==> config.mk <==
export PLATFORM = sky130hd
export DESIGN_NAME = usb_phy_lpm
export DESIGN_NICKNAME = d
export VERILOG_FILES = /design/src/rtl/usb_lpm_pkg.sv /design/src/rtl/usb_lpm_sync.sv /design/src/rtl/usb_lpm_wake_sel.sv /design/src/rtl/usb_lpm_ctrl.sv /design/src/rtl/usb_phy_lpm.sv
export SDC_FILE = /design/constraint.sdc
export NUM_CORES = 1
export LEC_CHECK = 0
export BUFFER_PORTS_ARGS = -buffer_cell sky130_fd_sc_hd__buf_2
export CORE_MARGIN = 10
export CORE_UTILIZATION = 45
export CTS_BUF_LIST = sky130_fd_sc_hd__clkbuf_16
export CTS_CLUSTER_SIZE = 25
export DETAILED_ROUTE_END_ITERATION = 12
export PLACE_DENSITY_LB_ADDON = 0.08
export SLEW_MARGIN = 5
export SYNTH_ARGS = -nofsm -noshare
export SYNTH_HDL_FRONTEND = slang
export SYNTH_SLANG_ARGS = --single-unit
==> constraint.sdc <==
create_clock -name clk_i -period 1.34 [get_ports clk_i]
set_input_delay 0.268 -clock clk_i [delete_from_list [all_inputs] [get_ports clk_i]]
set_output_delay 0.268 -clock clk_i [all_outputs]
set_load 0.02 [all_outputs]
==> src/rtl/usb_lpm_pkg.sv <==
package usb_lpm_pkg;
  typedef enum logic [1:0] {
    ST_ACTIVE = 2'd0,
    ST_SUSP   = 2'd1,
    ST_HOLD   = 2'd2
  } lpm_state_e;

  // monitored transceiver inputs, bit positions in the sync bank
  localparam int unsigned MON_CONN  = 0;
  localparam int unsigned MON_OC    = 1;
  localparam int unsigned MON_RMT   = 2;
  localparam int unsigned MON_DP    = 3;
  localparam int unsigned MON_DM    = 4;
  localparam int unsigned MON_VBUS  = 5;
  localparam int unsigned MON_BSESS = 6;
  localparam int unsigned MON_NUM   = 7;

  // active-low external wake inputs
  localparam int unsigned XW_HOST = 0;
  localparam int unsigned XW_DEV  = 1;
  localparam int unsigned XW_NUM  = 2;
endpackage

==> src/rtl/usb_lpm_sync.sv <==
module usb_lpm_sync #(
  parameter int unsigned W      = 1,
  parameter int unsigned STAGES = 2,
  parameter logic [W-1:0] RST   = '0
) (
  input  logic         clk_i,
  input  logic         rst_ni,
  input  logic [W-1:0] async_i,
  output logic [W-1:0] lvl_o,
  output logic [W-1:0] rise_o,
  output logic [W-1:0] fall_o
);
  logic [W-1:0] pipe_q [STAGES];
  logic [W-1:0] prev_q;

  always_ff @(posedge clk_i or negedge rst_ni) begin
    if (!rst_ni) pipe_q[0] <= RST;
    else         pipe_q[0] <= async_i;
  end

  for (genvar s = 1; s < STAGES; s++) begin : g_stage
    always_ff @(posedge clk_i or negedge rst_ni) begin
      if (!rst_ni) pipe_q[s] <= RST;
      else         pipe_q[s] <= pipe_q[s-1];
    end
  end

  always_ff @(posedge clk_i or negedge rst_ni) begin
    if (!rst_ni) prev_q <= RST;
    else         prev_q <= pipe_q[STAGES-1];
  end

  assign lvl_o  = pipe_q[STAGES-1];
  assign rise_o = pipe_q[STAGES-1] & ~prev_q;
  assign fall_o = ~pipe_q[STAGES-1] & prev_q;
endmodule

==> src/rtl/usb_lpm_wake_sel.sv <==
module usb_lpm_wake_sel
  import usb_lpm_pkg::*;
(
  input  logic               host_mode_i,
  input  logic               conn_en_i,
  input  logic               disc_en_i,
  input  logic               oc_en_i,
  input  logic               bus_susp_i,
  input  logic [MON_NUM-1:0] lvl_i,
  input  logic [MON_NUM-1:0] rise_i,
  input  logic [MON_NUM-1:0] fall_i,
  input  logic [XW_NUM-1:0]  xw_n_i,
  output logic               wake_o
);
  logic [MON_NUM-1:0] chg;
  logic host_hit, dev_hit, any_hit;

  assign chg = rise_i | fall_i;

  always_comb begin
    host_hit = (rise_i[MON_CONN] & conn_en_i)
             | (fall_i[MON_CONN] & disc_en_i)
             | (rise_i[MON_OC]   & oc_en_i)
             | (lvl_i[MON_RMT]   & bus_susp_i)
             | ~xw_n_i[XW_HOST];
    dev_hit  = chg[MON_DP] | chg[MON_DM] | ~xw_n_i[XW_DEV];
    any_hit  = chg[MON_VBUS] | chg[MON_BSESS];
    wake_o   = any_hit | (host_mode_i ? host_hit : dev_hit);
  end
endmodule

==> src/rtl/usb_lpm_ctrl.sv <==
module usb_lpm_ctrl
  import usb_lpm_pkg::*;
#(
  parameter int unsigned PLL_HOLD = 2
) (
  input  logic clk_i,
  input  logic rst_ni,
  input  logic clk_dis_i,
  input  logic wake_i,
  input  logic host_mode_i,
  input  logic otg_full_i,
  output logic susp_o,
  output logic bus_clk_req_o,
  output logic pll_off_ok_o
);
  localparam int unsigned CNT_W = $clog2(PLL_HOLD + 1);

  lpm_state_e state_q, state_d;
  logic [CNT_W-1:0] hold_q;

  always_comb begin
    state_d = state_q;
    unique case (state_q)
      ST_ACTIVE: if (clk_dis_i) state_d = ST_SUSP;
      ST_SUSP: begin
        if (!clk_dis_i)  state_d = ST_ACTIVE;
        else if (wake_i) state_d = ST_HOLD;
      end
      ST_HOLD:   if (!clk_dis_i) state_d = ST_ACTIVE;
      default:   state_d = ST_ACTIVE;
    endcase
  end

  always_ff @(posedge clk_i or negedge rst_ni) begin
    if (!rst_ni) state_q <= ST_ACTIVE;
    else         state_q <= state_d;
  end

  // cycles spent in suspend, saturating
  always_ff @(posedge clk_i or negedge rst_ni) begin
    if (!rst_ni)                         hold_q <= '0;
    else if (state_q != ST_SUSP)         hold_q <= '0;
    else if (hold_q != CNT_W'(PLL_HOLD)) hold_q <= hold_q + 1'b1;
  end

  assign susp_o        = (state_q == ST_SUSP);
  assign bus_clk_req_o = (state_q != ST_SUSP);
  assign pll_off_ok_o  = susp_o && (hold_q == CNT_W'(PLL_HOLD))
                         && (!host_mode_i || otg_full_i);
endmodule

==> src/rtl/usb_phy_lpm.sv <==
module usb_phy_lpm
  import usb_lpm_pkg::*;
#(
  parameter int unsigned SYNC_STAGES = 2,
  parameter int unsigned PLL_HOLD    = 2
) (
  input  logic       clk_i,
  input  logic       rst_ni,
  input  logic       host_mode_i,
  input  logic       clk_dis_i,
  input  logic       otg_full_i,
  input  logic       wk_conn_en_i,
  input  logic       wk_disc_en_i,
  input  logic       wk_oc_en_i,
  input  logic       bus_susp_i,
  input  logic       dev_conn_i,
  input  logic       over_cur_i,
  input  logic       rmt_wake_i,
  input  logic [1:0] line_state_i,
  input  logic       vbus_valid_i,
  input  logic       bsess_valid_i,
  input  logic       host_wake_ni,
  input  logic       dev_wake_ni,
  output logic       phy_susp_o,
  output logic       bus_clk_req_o,
  output logic       pll_off_ok_o
);
  logic [MON_NUM-1:0] mon_raw, mon_lvl, mon_rise, mon_fall;
  logic [XW_NUM-1:0]  xw_raw, xw_lvl, xw_rise, xw_fall;
  logic               wake;

  always_comb begin
    mon_raw            = '0;
    mon_raw[MON_CONN]  = dev_conn_i;
    mon_raw[MON_OC]    = over_cur_i;
    mon_raw[MON_RMT]   = rmt_wake_i;
    mon_raw[MON_DP]    = line_state_i[0];
    mon_raw[MON_DM]    = line_state_i[1];
    mon_raw[MON_VBUS]  = vbus_valid_i;
    mon_raw[MON_BSESS] = bsess_valid_i;
    xw_raw             = '1;
    xw_raw[XW_HOST]    = host_wake_ni;
    xw_raw[XW_DEV]     = dev_wake_ni;
  end

  usb_lpm_sync #(.W(MON_NUM), .STAGES(SYNC_STAGES), .RST('0)) u_mon_sync (
    .clk_i(clk_i), .rst_ni(rst_ni), .async_i(mon_raw),
    .lvl_o(mon_lvl), .rise_o(mon_rise), .fall_o(mon_fall)
  );

  usb_lpm_sync #(.W(XW_NUM), .STAGES(SYNC_STAGES), .RST('1)) u_xw_sync (
    .clk_i(clk_i), .rst_ni(rst_ni), .async_i(xw_raw),
    .lvl_o(xw_lvl), .rise_o(xw_rise), .fall_o(xw_fall)
  );

  usb_lpm_wake_sel u_wake_sel (
    .host_mode_i(host_mode_i), .conn_en_i(wk_conn_en_i),
    .disc_en_i(wk_disc_en_i), .oc_en_i(wk_oc_en_i), .bus_susp_i(bus_susp_i),
    .lvl_i(mon_lvl), .rise_i(mon_rise), .fall_i(mon_fall),
    .xw_n_i(xw_lvl), .wake_o(wake)
  );

  usb_lpm_ctrl #(.PLL_HOLD(PLL_HOLD)) u_ctrl (
    .clk_i(clk_i), .rst_ni(rst_ni), .clk_dis_i(clk_dis_i), .wake_i(wake),
    .host_mode_i(host_mode_i), .otg_full_i(otg_full_i),
    .susp_o(phy_susp_o), .bus_clk_req_o(bus_clk_req_o),
    .pll_off_ok_o(pll_off_ok_o)
  );
endmodule

==> out/results.ini <==
[sta]
worst_slack_ps=-107.8
skew_ps=1.092
setup_viol=1
layout_min_cycle_time_ps=1448
maxSlewViolCount=0
worst_hold_slack_ps=2.494
fin_crit_sh=1.080
rsz0062_at_grt=true
worst_slew_pin_slew_ps=572.1
max_freq_mhz=690.7
slew_headroom=0.6186
hold_viol_final=0

[pwr]
combinationalPowerShare=0.096
powerDensity_nw_per_um2=1659
p_clk_frac=0.431
p_seq_frac=0.473
power_switching_mw=0.3812
p_sw_frac=0.1929
peakVddDrop_uv=1119
p_leak_nw=0.5635
power_mw=1.976
intPower_mw=1.595

[placed_design]
gp_routability_congestion=0.7132
dp_cells=105
port_buffers=20
hpwl_mm=1.083
dpl_cell_area_um2=1052

[hold_path]
hold_path_class=in -> async

[drt]
drc=0
vias=523
viasPerCell=4.712
ant_nets=0
drt_iter0_markers=6
drt-wirelength-per-cell_um=13.02
finalWirelength_mm=1.445
drt_pass1_iterations=3

[floorplan]
coreArea_um2=1942
die_w_um=64.99
initial_core_util=0.4691
io_pins=21
fp.dieH_um=64.99
die_area_um2=4224
rows=16

[global_route]
grt_pass1_vias=592
grt_overflow=0
grt_antenna_before_repair=0
grt_pass1_wl_mm=2.415
grt_max_degree=29
grt_usage=0.07352

[critical_path]
worstSetupPathType=reg -> out
crit_fanout=2
critPathCaptureType=output port
required_ps=1070
cp_data_arrival_time_ps=1180
start_kind=register

[run_status]
status=finished, violations left
violations=setup timing

[synth]
synth_top_area_frac=0.6593
synth_area_leader_cell=dfrtp_1
postSynthAreaPerCell_um2=15.98
ys_warn_count=0
netlist_top_cells_area=dfrtp_1 (66%), dfstp_2 (12%), xor2_1 (4.8%)
synthTopCellsByCount=dfrtp_1 (24), xor2_1 (5), dfstp_2 (4), inv_1 (4), nor2_1 (4)
synth_edf_count=0
synth.distinct_cells=19
synth_nets=76
async_flop_share=1.000
ys_seq_area_frac=0.7747
syn_inst=57
ys_seq_elements=28
synth_area_um2=910.9
ys.flop_type=dfrtp_1
post-synth-top-count-cell=dfrtp_1

[clock_tree]
holdBufCountCts=0
ctsRootBufferMaster=clkbuf_16
clock_insertion_delay_worst_skew_ps=260
cts_num_sinks=28
clk_pin_slew_ps=60
cts_made_buffers=3
tritoncts=done
max-clock-path-buffers=2
h-tree-depth=1

[finish]
fillers=153
multiInputGateArea_um2=200.2
utilization=0.6134
area.sequential_um2=705.7
final_cell_area_um2=1191
layoutNonFillerInstCount=111
finalNetCount=104
final_layout_size_suffix_gt1_frac=0.4167
area_growth_pct=30.77
antenna_cells=0

[flow_run]
cap_viol_max_count=0

cell type report:
type | count | share of cell area
flip-flops and latches | 28 | 0.5924
multi-input cells | 25 | 0.1681
repair buffers | 23 | 0.1103
clock buffers | 3 | 0.06303
well taps | 27 | 0.02836
clock inverters | 1 | 0.02521
inverters | 4 | 0.01261
sequential cells by signal (all words and copies together), names as in the netlist:
name and count:
u_mon_sync.lvl_o 7, u_mon_sync.pipe_q 7, u_mon_sync.prev_q 6, u_ctrl.hold_q 2, u_ctrl.state_q 2, u_xw_sync.lvl_o 2
u_xw_sync.pipe_q 2
stage by stage:
step                      setup slack, ps  setup TNS, ps
after floorplan                     62.16              0
after global placement              19.96              0
after detailed placement           -8.399         -8.399
after CTS                          -73.18         -73.18
after global routing               -162.7         -218.2
final                              -107.8         -107.8
layout by cell type, fill, tap and decap left out, drive strengths merged, types with 2 or more instances in the layout:
master / Yosys / layout
clkbuf: 0 / 3
dfstp: 4 / 4
nand3b: 2 / 2
inv: 4 / 4
buf: 0 / 23
nor2b: 2 / 2
xor2: 5 / 5
dfrtp: 24 / 24
nor2: 4 / 4
critical path, stage by stage (launching register included):
cell,delay [ps]
dfrtp_1,370
inv_1,60
ha_2,180
o21ai_1,60
nor2_1,100
buf_4,140
logic make-up (layout without fill, tap and decap cells):
kind of cell    count (synthesis)  in the layout  share of synthesized area
buf+inv                         4             31                    0.01648
fa+ha+maj                       1              1                    0.01373
flops                          28             28                     0.7747
compound gates                  7              7                    0.06455
simple gates                   12             12                    0.08240
xor+xnor                        5              5                    0.04807
worst paths after layout:
kind,startpoint,endpoint,slack [ps],cells after the start
max,u_ctrl.hold_q[0],pll_off_ok_o,-110,5
min,rst_ni,u_mon_sync.pipe_q[11],2,1
max reg2reg,u_mon_sync.lvl_o[3],u_ctrl.state_q[1],20,4
min reg2reg,u_mon_sync.pipe_q[12],u_mon_sync.lvl_o[5],350,0
max in group asynchronous,rst_ni,u_xw_sync.lvl_o[1],960,1
min in group clk_i,host_wake_ni,u_xw_sync.pipe_q[2],100,1
power groups by stage:
stage	registers (mW)	clock network [mW]	logic, mW
floorplan	0.942	0	0.0916
global placement	0.946	0	0.156
detailed placement	0.950	0	0.160
CTS	0.935	0.873	0.177
global route	0.943	0.899	0.214
finish	0.935	0.852	0.189
routing by layer:
metal	track usage	vias up	routed length [um]
li1	-	243	-
met2	0.1158	18	714
met4	0.05615	0	36
met3	0.02749	4	90
met1	0.07849	258	604
met5	0	-	0
what timing repair did:
| action | CTS | global route |
|---|---|---|
| setup buffers | 1 | 1 |
| pin swaps | 1 | 1 |
| resized for setup | 2 | 4 |
| cloned | 0 | 0 |
| setup endpoints to repair | 3 | 3 |
Power figures use the tool's default switching activity.
